File: config.mk
export PLATFORM = sky130hd
export DESIGN_NAME = subvec_pair_seq
export DESIGN_NICKNAME = d
export VERILOG_FILES = /design/src/rtl/svseq_pkg.sv /design/src/rtl/svseq_cfg.sv /design/src/rtl/svseq_walker.sv /design/src/rtl/subvec_pair_seq.sv
export SDC_FILE = /design/constraint.sdc
export NUM_CORES = 1
export LEC_CHECK = 0
export ABC_AREA = 1
export BUFFER_PORTS_ARGS = -buffer_cell sky130_fd_sc_hd__buf_2
export CORE_MARGIN = 5
export CORE_UTILIZATION = 60
export DETAILED_ROUTE_END_ITERATION = 10
export HOLD_SLACK_MARGIN = 0.12
export PLACE_DENSITY = 0.87
export SYNTH_ARGS = -nofsm -noshare
export SYNTH_HDL_FRONTEND = slang
export SYNTH_SLANG_ARGS = --single-unit
File: constraint.sdc
create_clock -name clk -period 3.36 [get_ports clk]
set_input_delay 0.168 -clock clk [delete_from_list [all_inputs] [get_ports clk]]
set_output_delay 0.168 -clock clk [all_outputs]
set_load 0.02 [all_outputs]
File: src/rtl/svseq_pkg.sv
package svseq_pkg;

  typedef enum logic {
    ST_IDLE = 1'b0,
    ST_RUN  = 1'b1
  } seq_state_e;

  // Offset of element i within subvector slot j for a vector of length vl.
  function automatic int unsigned elem_offset(int unsigned i, int unsigned j,
                                              int unsigned vl);
    return i + vl * j;
  endfunction

  // Element counts above the supported maximum collapse to the maximum.
  function automatic int unsigned clamp_vl(int unsigned raw, int unsigned lim);
    return (raw > lim) ? lim : raw;
  endfunction

  // Subvector lengths are forced into 1..lim.
  function automatic int unsigned clamp_svl(int unsigned raw, int unsigned lim);
    if (raw == 0) return 1;
    return (raw > lim) ? lim : raw;
  endfunction

  // Number of pairs a sequence emits.
  function automatic int unsigned pair_count(int unsigned vl, int unsigned a,
                                             int unsigned b);
    return vl * ((a < b) ? a : b);
  endfunction

endpackage

File: src/rtl/svseq_cfg.sv
module svseq_cfg #(
  parameter int unsigned VL_MAX  = 64,
  parameter int unsigned SVL_MAX = 4,
  parameter int unsigned VLW     = 7,
  parameter int unsigned SVW     = 3
) (
  input  logic           clk,
  input  logic           rst,
  input  logic           capture,
  input  logic [VLW-1:0] vl_in,
  input  logic [SVW-1:0] src_in,
  input  logic [SVW-1:0] dst_in,
  output logic [VLW-1:0] vl_q,
  output logic [SVW-1:0] src_q,
  output logic [SVW-1:0] dst_q,
  output logic           shared_q,
  output logic           vl_in_zero
);

  logic [VLW-1:0] vl_c;
  logic [SVW-1:0] src_c;
  logic [SVW-1:0] dst_c;

  assign vl_c  = VLW'(svseq_pkg::clamp_vl(32'(vl_in), VL_MAX));
  assign src_c = SVW'(svseq_pkg::clamp_svl(32'(src_in), SVL_MAX));
  assign dst_c = SVW'(svseq_pkg::clamp_svl(32'(dst_in), SVL_MAX));
  assign vl_in_zero = (vl_c == '0);

  always_ff @(posedge clk) begin
    if (rst) begin
      vl_q     <= '0;
      src_q    <= SVW'(1);
      dst_q    <= SVW'(1);
      shared_q <= 1'b1;
    end else if (capture) begin
      vl_q     <= vl_c;
      src_q    <= src_c;
      dst_q    <= dst_c;
      shared_q <= (src_c == dst_c);
    end
  end

endmodule

File: src/rtl/svseq_walker.sv
module svseq_walker #(
  parameter int unsigned VLW  = 7,
  parameter int unsigned SVW  = 3,
  parameter int unsigned IW   = 6,
  parameter int unsigned JW   = 2,
  parameter int unsigned OFFW = 8
) (
  input  logic            clk,
  input  logic            rst,
  input  logic            load,
  input  logic            step,
  input  logic            en,
  input  logic [VLW-1:0]  vl,
  input  logic [SVW-1:0]  svl,
  output logic [IW-1:0]   i_idx,
  output logic [JW-1:0]   j_idx,
  output logic [OFFW-1:0] off,
  output logic            at_end
);

  logic i_wrap;
  logic j_final;

  assign i_wrap  = (VLW'(i_idx) == (vl - VLW'(1)));
  assign j_final = (SVW'(j_idx) == (svl - SVW'(1)));
  assign at_end  = i_wrap && j_final;

  // Inner loop over elements, outer loop over subvector slots.
  always_ff @(posedge clk) begin
    if (rst || load) begin
      i_idx <= '0;
      j_idx <= '0;
    end else if (step && en && !at_end) begin
      if (i_wrap) begin
        i_idx <= '0;
        j_idx <= j_idx + JW'(1);
      end else begin
        i_idx <= i_idx + IW'(1);
      end
    end
  end

  assign off = OFFW'(svseq_pkg::elem_offset(32'(i_idx), 32'(j_idx), 32'(vl)));

  assert_index_bound_R3: assert property (@(posedge clk) disable iff (rst)
    en |-> ((32'(i_idx) < 32'(vl)) && (32'(j_idx) < 32'(svl))));

  assert_step_next_R3: assert property (@(posedge clk) disable iff (rst)
    (en && step && !at_end && !load) |=> (off == OFFW'($past(off) + OFFW'(1))));

endmodule

File: src/rtl/subvec_pair_seq.sv
module subvec_pair_seq #(
  parameter int unsigned VL_MAX  = 64,
  parameter int unsigned SVL_MAX = 4,
  localparam int unsigned VLW    = $clog2(VL_MAX + 1),
  localparam int unsigned SVW    = $clog2(SVL_MAX + 1),
  localparam int unsigned OFFW   = (VL_MAX * SVL_MAX > 1) ? $clog2(VL_MAX * SVL_MAX) : 1
) (
  input  logic            clk,
  input  logic            rst,
  input  logic            start,
  input  logic [VLW-1:0]  vl,
  input  logic [SVW-1:0]  src_svl,
  input  logic [SVW-1:0]  dst_svl,
  input  logic            out_ready,
  output logic            out_valid,
  output logic [OFFW-1:0] src_off,
  output logic [OFFW-1:0] dst_off,
  output logic            out_last,
  output logic            busy,
  output logic            done
);

  localparam int unsigned IW = (VL_MAX > 1) ? $clog2(VL_MAX) : 1;
  localparam int unsigned JW = (SVL_MAX > 1) ? $clog2(SVL_MAX) : 1;

  svseq_pkg::seq_state_e state_q;

  logic           accept_start;
  logic           launch;
  logic           empty_req;
  logic           hs;
  logic           final_hs;
  logic           running;
  logic [VLW-1:0] vl_q;
  logic [SVW-1:0] src_q;
  logic [SVW-1:0] dst_q;
  logic           shared_q;
  logic           vl_in_zero;

  logic [IW-1:0]   src_i, dst_i;
  logic [JW-1:0]   src_j, dst_j;
  logic [OFFW-1:0] w_src_off, w_dst_off;
  logic            src_end, dst_end;

  assign running      = (state_q == svseq_pkg::ST_RUN);
  assign accept_start = (state_q == svseq_pkg::ST_IDLE) && start;
  assign launch       = accept_start && !vl_in_zero;
  assign empty_req    = accept_start && vl_in_zero;
  assign hs           = out_valid && out_ready;
  assign final_hs     = hs && out_last;

  svseq_cfg #(
    .VL_MAX (VL_MAX),
    .SVL_MAX(SVL_MAX),
    .VLW    (VLW),
    .SVW    (SVW)
  ) u_cfg (
    .clk       (clk),
    .rst       (rst),
    .capture   (accept_start),
    .vl_in     (vl),
    .src_in    (src_svl),
    .dst_in    (dst_svl),
    .vl_q      (vl_q),
    .src_q     (src_q),
    .dst_q     (dst_q),
    .shared_q  (shared_q),
    .vl_in_zero(vl_in_zero)
  );

  // Source walker always runs; it also serves the destination when lengths match.
  svseq_walker #(
    .VLW(VLW), .SVW(SVW), .IW(IW), .JW(JW), .OFFW(OFFW)
  ) u_src_walk (
    .clk   (clk),
    .rst   (rst),
    .load  (launch),
    .step  (hs),
    .en    (running),
    .vl    (vl_q),
    .svl   (src_q),
    .i_idx (src_i),
    .j_idx (src_j),
    .off   (w_src_off),
    .at_end(src_end)
  );

  // Destination walker only moves when lengths differ.
  svseq_walker #(
    .VLW(VLW), .SVW(SVW), .IW(IW), .JW(JW), .OFFW(OFFW)
  ) u_dst_walk (
    .clk   (clk),
    .rst   (rst),
    .load  (launch),
    .step  (hs && !shared_q),
    .en    (running && !shared_q),
    .vl    (vl_q),
    .svl   (dst_q),
    .i_idx (dst_i),
    .j_idx (dst_j),
    .off   (w_dst_off),
    .at_end(dst_end)
  );

  assign out_valid = running;
  assign busy      = running;
  assign src_off   = w_src_off;
  assign dst_off   = shared_q ? w_src_off : w_dst_off;
  assign out_last  = running && (shared_q ? src_end : (src_end || dst_end));

  always_ff @(posedge clk) begin
    if (rst) begin
      state_q <= svseq_pkg::ST_IDLE;
      done    <= 1'b0;
    end else begin
      done <= empty_req || final_hs;
      case (state_q)
        svseq_pkg::ST_IDLE: if (launch)   state_q <= svseq_pkg::ST_RUN;
        svseq_pkg::ST_RUN:  if (final_hs) state_q <= svseq_pkg::ST_IDLE;
        default:                          state_q <= svseq_pkg::ST_IDLE;
      endcase
    end
  end

  assert_first_pair_R2: assert property (@(posedge clk) disable iff (rst)
    launch |=> (out_valid && (src_off == '0) && (dst_off == '0)));

  assert_pair_match_R3: assert property (@(posedge clk) disable iff (rst)
    (out_valid && !shared_q) |-> (w_src_off == w_dst_off) && (src_i == dst_i) && (src_j == dst_j));

  assert_hold_R6: assert property (@(posedge clk) disable iff (rst)
    (out_valid && !out_ready) |=> (out_valid && $stable(src_off) && $stable(dst_off) && $stable(out_last)));

  assert_empty_req_R8: assert property (@(posedge clk) disable iff (rst)
    empty_req |=> (done && !busy && !out_valid));

  assert_busy_start_ignored_R9: assert property (@(posedge clk) disable iff (rst)
    (busy && start) |=> ($stable(vl_q) && $stable(src_q) && $stable(dst_q)));

  assert_done_after_last_R10: assert property (@(posedge clk) disable iff (rst)
    final_hs |=> (done && !out_valid && !busy));

  assert_done_single_R10: assert property (@(posedge clk) disable iff (rst)
    done |=> !done);

endmodule

==> Yosys cells after proc, flatten, opt, wreduce, memory -nomap -nowiden <==
Index checks and enable logic that the tools add are counted.
{ "totals": {"ff_bits": 32, "latch_bits": 0, "ram_bits": 0, "rom_bits": 0, "input_bits": 17, "output_inout_bits": 20, "word_cells": 72, "mem_count": 0} }
{ "classes": {"add_sub_neg": 9, "mul": 2, "n_div": 0, "order_cmp": 3, "eq_ne": 5, "shift": 0, "n_mux": 16, "n_bitwise": 1, "n_reduce_logical": 26} }
{ "op_table": {"columns": ["op", "count"], "rows": [
  ["$add A6 B8 Y8", 2],
  ["$mul A7 B2 Y8", 2],
  ["$eq A6 B7 Y1", 2],
  ["$logic_and A1 B1 Y1", 14],
  ["$add A6 B1 Y6 const B", 2],
  ["$mux W3", 4],
  ["$mux W6", 2],
  ["$mux W8", 1],
  ["$gt A7 B7 Y1 const B", 1],
  ["$logic_not A7 Y1", 1],
  ["$mux W1", 7],
  ["$mux W7", 1],
  ["$sub A7 B1 Y7 const B", 1],
  ["$eq A2 B3 Y1", 2],
  ["$gt A3 B3 Y1 const B", 2],
  ["$logic_not A3 Y1", 2],
  ["$sub A3 B1 Y3 const B", 2],
  ["$add A2 B1 Y2 const B", 2],
  ["$logic_not A1 Y1", 4],
  ["$reduce_and A2 Y1", 2],
  ["$eq A3 B3 Y1", 1],
  ["$logic_or A1 B1 Y1", 3],
  ["$pmux W1 S2", 1],
  ["$not A1 Y1", 1]
]} }

==> Logic depth before layout (Yosys ltp) <==
Gate-level depths: netlist of run 1.
{ "logic_depth": {"word_depth": 9, "ltp_mapped": 18} }

==> Hierarchy <==
A second synthesis of run 1 with hierarchy kept.
{ "hier_totals": {"cells_unflattened": 559, "area_unflattened_um2": 3433.3} }
{ "by_module_without_submodules": {"columns": ["mod", "n_inst", "cells_each", "area_each_um2", "seq_area_each_um2"], "rows": [
  ["svseq_walker at u_dst_walk", 1, 219, 1311.3, 160.2],
  ["svseq_walker at u_src_walk", 1, 209, 1282.5, 160.2],
  ["svseq_cfg", 1, 83, 609.3, 280.3],
  ["subvec_pair_seq", 1, 48, 230.2, 40.0]
]} }

==> Worst setup path after synthesis of run 1 <==
No wires, ideal clock.
{ "synth_timing": {"path_kind": "register -> output", "start": "register u_src_walk.i_idx[3]", "end": "output port dst_off[6]", "arrival_time_ns": 2.826, "setup_slack_ns": 0.366, "stages_incl_launch_ff": 13, "path_buffers": 0, "cell_sequence": "dfxtp_1 -> inv_1 -> fa_1 -> inv_1 -> ha_1 -> a21oi_1 -> nand2_1 -> a21oi_1 -> nor2_1 -> nor2_1 -> xor2_1 -> nor2_1 -> a31oi_1"} }
{ "synth_between": {"elab_chain_cells": 2} }
{ "synth_rtl": {"columns": ["element", "line", "source"], "rows": [
  ["start: declaration", "svseq_walker.sv:15", "output logic [IW-1:0] i_idx,"],
  ["start signal: assignment", "svseq_walker.sv:38", "i_idx <= i_idx + IW'(1);"],
  ["$add A6 B8 Y8", "svseq_pkg.sv:11", "return i + vl * j;"],
  ["via src_off[6]", "subvec_pair_seq.sv:16", "output logic [OFFW-1:0] src_off,"],
  ["$mux W8", "subvec_pair_seq.sv:108", "assign dst_off = shared_q ? w_src_off : w_dst_off;"],
  ["end: declaration", "subvec_pair_seq.sv:17", "output logic [OFFW-1:0] dst_off,"]
]} }
The timed path passes the listed nets, and every way through them passes these cells.

==> Worst setup path in the final report of run 1 <==
{ "layout_timing": {"start": "register u_dst_walk.j_idx[1]", "end": "output port dst_off[7]"} }
{ "layout_between": {"elab_chain_cells": 3} }
{ "layout_rtl": {"columns": ["element", "line", "source"], "rows": [
  ["start: declaration", "svseq_walker.sv:16", "output logic [JW-1:0] j_idx,"],
  ["start signal: assignment", "svseq_walker.sv:36", "j_idx <= j_idx + JW'(1);"],
  ["$mul A7 B2 Y8", "svseq_pkg.sv:11", null],
  ["$add A6 B8 Y8", "svseq_pkg.sv:11", null],
  ["$mux W8", "subvec_pair_seq.sv:108", null]
]} }
No other way between the ends.

==> reports/results.ini, run 1 <==
[sta]
min_period_ns=3.12
rsz0062_at_grt=false
drv_slew=0
tns_ns=0
fmaxAchievable_ghz=0.320
finalHoldViolCount=0
fin_skew_ns=0.00882
worst_pin_slew_ns=0.544
max_slew_margin_pct=63.6
setup_viol=0
post-route-period-util_pct=92.9
whs_ns=0.142

[yosys]
synth_area_leader_cell=dfxtp_1
ys_seq_area_share_pct=20.3
synth.most_common_cell=nand2_1
synth_area_leaders=dfxtp_1 20%, nand2_1 15%, inv_1 8.7%
syn-instance-count=461
synth_warnings=0
async_flop_share_pct=0
syn_area_um2=3150
synth-seq-cells=32
syn_nets=511
ys.flop_type=dfxtp_1
syn_avg_cell_area_um2=6.84
synth_top_area_share_pct=20.3
synth_common_cells=126 x nand2_1, 73 x inv_1, 35 x a21oi_1, 32 x dfxtp_1, 26 x nor2_1
synth-edff-count=0
synthDistinctLibCells=39

[clock_network]
cts_tree=yes
htree_levels=2
root_buffer=clkbuf_8
clock_path_buffers=2
cts_buffers=5
clk_latency_ns=0.29
post_cts_buffers=0
clk_pin_slew_ns=0.06
cts_sinks=32

[cells_and_area]
drive_gt1_share_pct=18.8
areaGrowthSynthToFinish_pct=9.96
antenna_cells=0
nNetsFinal=544
final_cells=565

[worst_setup_path]
path_cells=nand2_1 -> fa_1 -> inv_1 -> ha_1 -> inv_1 -> fa_1 -> o21ai_0 -> a21oi_1 -> inv_1 -> nand2_1 -> nand2_1 -> a21oi_1 -> xor2_1 -> o21ai_0 -> buf_2
crit_fanout=10
ff2ff_setup_slack_ns=1.26
cp.depth=15
crit_buf_inv=4
r2r-start=u_cfg.vl_q[0]
worst_setup_path_start_kind=flop
r2r_cells=11
max_stage_delay_ns=0.46
cp_top_family=adder cells
r2r_end=u_src_walk.i_idx[2]
setup.worst_path.end_class=output port
cp.arrival_ns=2.95
slowest_stage=fa_1
critPathRequiredTime_ns=3.19
crit_type=flop to output port

[grt]
track_usage_pct=23.7
globalRouteOverflowTotal=0
antenna_found_initial=0
grt_pass1_wl_um=12500
grt_max_degree=20
first_global_vias=2859

[power_and_ir_drop]
leakage_nw=1.77
p_per_area_nw_per_um2=288
ir_drop_uv=218

[route]
viasPerCell=5.19
wl_per_cell_um=12.7
ant_nets=0
drc=0
dr.pass1.iters=4
wl_um=7160
vias=2931
drt_iter0_drc=161

[place]
post-place-cells=557
io_buffer_count=36
gp_congestion=0.968
dpl.hpwl_um=5850

[worst_hold_path]
min_path_type=input port to flop
hold_end=u_cfg.vl_q[1]
hold_start=vl[1]
whs_path_depth=3

[outcome]
status=completed

[floorplanning]
initial_core_util_pct=61.7
die_y_um=82.5
die_w_um=82.5
coreArea_um2=5110
ios=37
die_area_um2=6800
num_rows=26

[run]
max-cap-violations=0

[area by class of cell]
| type | count | area [um2] |
|---|---|---|
| clock buffer | 6 | 72.6 |
| timing repair buffer | 38 | 195 |
| fill | 436 | 1640 |
| tap | 70 | 87.6 |
| clock inverter | 2 | 35.0 |
| sequential | 32 | 651 |
| inverter | 82 | 320 |
| multi-input combinational | 335 | 2100 |
[metrics by stage]
stage | cell area (um2) | utilization [%] | setup WS [ns] | power (mW)
after detailed placement | 3350 | 65.6 | 0.434 | 0.637
after CTS | 3460 | 67.7 | 0.118 | 0.996
final | 3470 | 67.9 | 0.238 | 0.999
after floorplan | 3150 | - | 0.366 | 0.587
after global placement | 3350 | 65.6 | 0.493 | 0.631
after global routing | 3470 | 67.9 | 0.0127 | 1.04
[state kept, by name, summed over array words and instances (netlist names), 2 cells and up]
name / cells
u_cfg.vl_q: 7
u_dst_walk.i_idx: 6
u_src_walk.i_idx: 6
u_cfg.dst_q: 3
u_cfg.src_q: 3
u_dst_walk.j_idx: 2
u_src_walk.j_idx: 2
[layout by cell type, fill, tap and decap left out, types with 2 or more instances in the layout]
master,count
nand4_1,4
dfxtp_1,24
ha_1,21
nor2_1,26
nand3_1,24
nand2_1,126
nand2_2,12
a21oi_1,35
inv_1,73
nand2_4,5
inv_4,3
inv_2,3
xnor2_1,5
clkbuf_8,5
buf_2,36
buf_4,2
xor2_1,18
nor4_1,3
a211oi_1,4
o21ai_0,18
clkinv_1,2
nand3_2,2
fa_1,12
dfxtp_2,8
nor2_4,4
nand3b_1,2
nor2_2,3
[tightest hold or removal path, stage by stage]
cell and delay [ns]:
buf_2 0.10, nand2_1 0.06, a21oi_1 0.05
[layer usage]
| metal | part of all wire, % | global-route usage, % | wire [um] |
|---|---|---|---|
| met1 | 43 | 29.3 | 3100 |
| met2 | 48 | 41.0 | 3430 |
| met3 | 6.6 | 3.25 | 471 |
| met4 | 2.2 | 10.1 | 154 |
| met5 | 0 | 0 | 0 |
[cells by family (layout without fill, tap and decap cells)]
kind of cell | Yosys count | in the layout | synth area share (%)
adders and majority gates | 33 | 33 | 16.0
and+or+nand+nor | 217 | 217 | 33.2
AOI/OAI and AO/OA | 61 | 61 | 10.3
xor gates and xnor gates | 24 | 24 | 7.26
buffers and inverters | 94 | 128 | 12.9
DFF | 32 | 32 | 20.3
[worst max path at each step]
stage,endpoint,slack (ns),startpoint
6_report,dst_off[7],0.24,u_dst_walk.j_idx[1]
5_1_grt,dst_off[7],0.01,u_dst_walk.i_idx[1]
4_1_cts,dst_off[7],0.12,u_src_walk.j_idx[1]
3_5_place_dp,dst_off[7],0.43,u_src_walk.j_idx[1]
3_3_place_gp,dst_off[7],0.49,u_src_walk.j_idx[1]
2_1_floorplan,dst_off[6],0.37,u_src_walk.i_idx[3]
[timing repair]
item                                    CTS  global route
resized for setup                         0             8
hold buffers                              0             0
endpoints found under the setup margin    0             2
[where the power goes]
| group | total [mW] | switching, mW | leakage [nW] | internal (mW) |
|---|---|---|---|---|
| clock network | 0.368 | 0.148 | 0.0552 | 0.220 |
| logic | 0.213 | 0.141 | 1.45 | 0.0713 |
| registers | 0.419 | 0.0242 | 0.265 | 0.395 |
Power figures use the tool's default switching activity.
==> run 2: changes to the inputs <==
--- a/config.mk
+++ b/config.mk
@@ -5,13 +5,14 @@
 export SDC_FILE = /design/constraint.sdc
 export NUM_CORES = 1
 export LEC_CHECK = 0
-export ABC_AREA = 1
+export ABC_AREA = 0
 export BUFFER_PORTS_ARGS = -buffer_cell sky130_fd_sc_hd__buf_2
 export CORE_MARGIN = 5
-export CORE_UTILIZATION = 60
+export CORE_UTILIZATION = 59
 export DETAILED_ROUTE_END_ITERATION = 10
+export GPL_TIMING_DRIVEN = 0
 export HOLD_SLACK_MARGIN = 0.12
-export PLACE_DENSITY = 0.87
+export PLACE_DENSITY = 0.86
 export SYNTH_ARGS = -nofsm -noshare
 export SYNTH_HDL_FRONTEND = slang
 export SYNTH_SLANG_ARGS = --single-unit
==> run 2 against run 1 <==
Flip-flop and latch count unchanged; via count down 6.2%; clock power is 1% lower; maximum frequency down 3.7%; setup slack got worse by 0.12 ns; clock skew hardly changed; critical path depth shrank 2; largest cell class unchanged; synthesized cell count fell by 19%; cell count shrank 14%; total power down 5.8%; utilization increased by 3.3 points; die area down 3.5%.
==> reports/results.ini, run 2 <==
[outcome]
status=completed

[cells_and_area]
areaGrowthSynthToFinish_pct=15.3
mostFrequentLayoutCells=51 x inv_1, 47 x nand2_1, 36 x buf_2, 28 x a21oi_1, 22 x dfxtp_1
final_cells=487  ; -14%
antenna_cells=0  ; unchanged
drive_gt1_share_pct=19.0  ; +0.26 points
largest_register=u_cfg.vl_q
largest_register_ffs=7  ; unchanged
layout_commonest_cell=inv_1
nNetsFinal=469  ; -14%
reg.largest.list=u_cfg.vl_q (7), u_dst_walk.i_idx (6), u_src_walk.i_idx (6)

[grt]
first_global_vias=2740  ; -4.2%
globalRouteOverflowTotal=0  ; unchanged
grt_max_degree=11  ; -45%
track_usage_pct=23.8  ; +0.11 points
grt_pass1_wl_um=12200  ; -2.5%
antenna_found_initial=0  ; unchanged

[sta]
drv_slew=0  ; unchanged
setup_viol=0  ; unchanged
finalHoldViolCount=0  ; unchanged
fmaxAchievable_ghz=0.308  ; -3.7%
min_period_ns=3.24  ; +0.120 ns
rsz0062_at_grt=true
max_slew_margin_pct=48.3  ; -15 points
fin_skew_ns=0.00884  ; +0.0000142 ns
post-route-period-util_pct=96.5  ; +3.6 points
worst_pin_slew_ns=0.773  ; +0.228 ns

[yosys]
ys.flop_type=dfxtp_1
synth_area_leader_cell=dfxtp_1
synth_warnings=0  ; unchanged
synth_common_cells=51 x inv_1, 47 x nand2_1, 32 x dfxtp_1, 28 x a21oi_1
syn_nets=425  ; -17%
ys_seq_area_share_pct=21.5  ; +1.2 points
synthXorXnorAreaFrac_pct=11.6  ; +4.3 points
async_flop_share_pct=0  ; unchanged
syn_avg_cell_area_um2=7.93  ; +16%
synth.most_common_cell=inv_1
synth_area_leaders=dfxtp_1 22%, ha_1 8.8%, fa_1 8.1%
synth_top_family_by_area=simple AND/OR/NAND/NOR gates
synthSimpleGateAreaFrac_pct=23.6  ; -9.6 points
syn-instance-count=375  ; -19%
muxShareOfSynthArea_pct=1.81  ; +1.8 points
synth_top_area_share_pct=21.5  ; +1.2 points
synth-seq-cells=32  ; unchanged
synth_fa_ha_area_share_pct=16.9  ; +0.95 points
synth-edff-count=0  ; unchanged
syn_area_um2=2970  ; -5.6%
synth_compound_area_share_pct=15.3  ; +4.9 points
synthDistinctLibCells=57  ; +46%

[worst_setup_path]
critPathRequiredTime_ns=3.19  ; about the same
crit_type=flop to output port
r2r-start=u_cfg.vl_q[0]
crit_fanout=8  ; -2
path_common_cell=inv_1
r2r_end=u_src_walk.i_idx[1]
cp.arrival_ns=3.07  ; +0.12 ns
setup.worst_path.end_class=output port
ff2ff_setup_slack_ns=0.68  ; -0.58 ns
slowest_stage=or4_1
worst_setup_path_start_kind=flop
max_stage_delay_ns=0.52  ; +0.06 ns
crit_buf_inv=3  ; -1
cp_top_family=adder cells
r2r_cells=9  ; -2
path_cells=nand2_1 -> fa_1 -> inv_1 -> ha_1 -> inv_1 -> fa_2 -> nor2b_1 -> o21ai_1 -> a21boi_1 -> o21a_1 -> or4_1 -> o2111ai_1 -> buf_4

[route]
met2_length_um=3610  ; +5.2%
met3_length_um=478  ; +1.5%
wl_per_cell_um=15.1  ; +19%
drt_iter0_drc=161  ; unchanged
ant_nets=0  ; unchanged
vias=2749  ; -6.2%
highest_layer=met4
viasPerCell=5.64  ; +8.8%
drc=0  ; unchanged
wl_um=7340  ; +2.6%
wl_met1_um=3090  ; -0.32%
dr.pass1.iters=5  ; +1

[clock_network]
clock_path_buffers=2  ; unchanged
cts_buffers=5  ; unchanged
cts_tree=yes
cts_sinks=32  ; unchanged
clk_latency_ns=0.29  ; about the same
root_buffer=clkbuf_8
htree_levels=2  ; unchanged
clk_pin_slew_ns=0.07  ; about the same

[place]
gp_congestion=0.901  ; -6.8%
dpl.hpwl_um=5650  ; -3.4%
post-place-cells=478  ; -14%
io_buffer_count=36  ; unchanged

[floorplanning]
die_w_um=81  ; -1.8%
coreArea_um2=4820  ; -5.7%
ios=37  ; unchanged
die_y_um=81  ; -1.8%
initial_core_util_pct=61.7  ; about the same
die_area_um2=6560  ; -3.5%
num_rows=25  ; -3.8%

[worst_hold_path]
whs_path_depth=3  ; unchanged
hold_end=u_cfg.vl_q[5]
min_path_type=input port to flop
hold_start=vl[5]

[power_and_ir_drop]
p_per_area_nw_per_um2=275  ; -4.8%
ir_drop_uv=301  ; +38%
finalPower_uw=942  ; -5.8%
leakage_nw=1.60  ; -9.5%

[run]
max-cap-violations=0  ; unchanged

-- run 2: cell types whose count changed in the layout (fill, tap and decap cells not counted), sizes merged, moves of 9 or more --
cell | before | now
or3 | 0 | 11
nand2 | 144 | 47
buf | 38 | 47
nand3 | 27 | 12
nor2 | 33 | 17
inv | 80 | 51
xnor2 | 5 | 21
-- run 2: per-layer routing --
layer	global-route usage, %	vias to the layer above
met2	42.7	115
met4	8.45	0
met3	3.33	19
met1	29.0	1269
met5	0	-
li1	-	1346
-- run 2: where the power goes --
| part | leakage [nW] | switching (mW) | internal (mW) |
|---|---|---|---|
| Combinational | 1.28 | 0.107 | 0.0718 |
| Clock | 0.0552 | 0.144 | 0.220 |
| Sequential | 0.267 | 0.0130 | 0.386 |
| Total | 1.60 | 0.264 | 0.677 |
-- run 2: cells by family (layout without fill, tap and decap cells) --
| family | Yosys count | in the layout |
|---|---|---|
| adder cells (fa/ha/maj) | 33 | 33 |
| XOR/XNOR | 35 | 35 |
| AO/OA/AOI/OAI | 72 | 72 |
| buffers and inverters | 68 | 113 |
| multiplexers | 5 | 5 |
| AND/OR/NAND/NOR | 130 | 130 |
| flip-flops | 32 | 32 |
-- run 2: tightest hold or removal path, cell delays in order --
cell and delay (ns):
buf_2 0.10, nand3b_1 0.07, a21oi_1 0.06
-- run 2: how the worst max path moves through the flow --
| stage | startpoint | endpoint | cells past startpoint |
|---|---|---|---|
| detailed placement | u_cfg.vl_q[0] | dst_off[7] | 14 |
| floorplan | u_src_walk.j_idx[1] | dst_off[7] | 13 |
| CTS | u_cfg.vl_q[2] | dst_off[7] | 12 |
| global placement | u_cfg.vl_q[0] | dst_off[7] | 14 |
| global route | u_cfg.vl_q[1] | dst_off[7] | 13 |
| finish | u_cfg.vl_q[1] | dst_off[7] | 13 |
-- run 2: through the flow --
stage	TNS [ns]	setup slack, ns	util, %	cell area [um2]	hold WS (ns)
floorplan	0	0.366	-	2970	0.279
global placement	0	0.00104	67.2	3240	0.413
detailed placement	-0.0873	-0.0873	67.2	3240	0.419
CTS	0	0.0119	69.6	3350	0.152
global route	-0.0171	-0.0171	71.2	3430	0.175
finish	0	0.118	71.2	3430	0.157
-- run 2: layout make-up --
type,instances,area (um2)
clock buffers,6,72.6
well taps,67,83.8
clock inverters,2,35.0
multi-input cells,275,2070
plain buffers,11,65.1
fillers,400,1390
repair buffers,43,238
flip-flops and latches,32,671
inverters,51,191
-- run 2: repair_timing --
action	in CTS	in global routing
hold buffers	1	0
buffers inserted	0	6
pin swaps	0	2
resized for setup	12	13
setup endpoints to repair	4	3
hold endpoints to repair	1	0
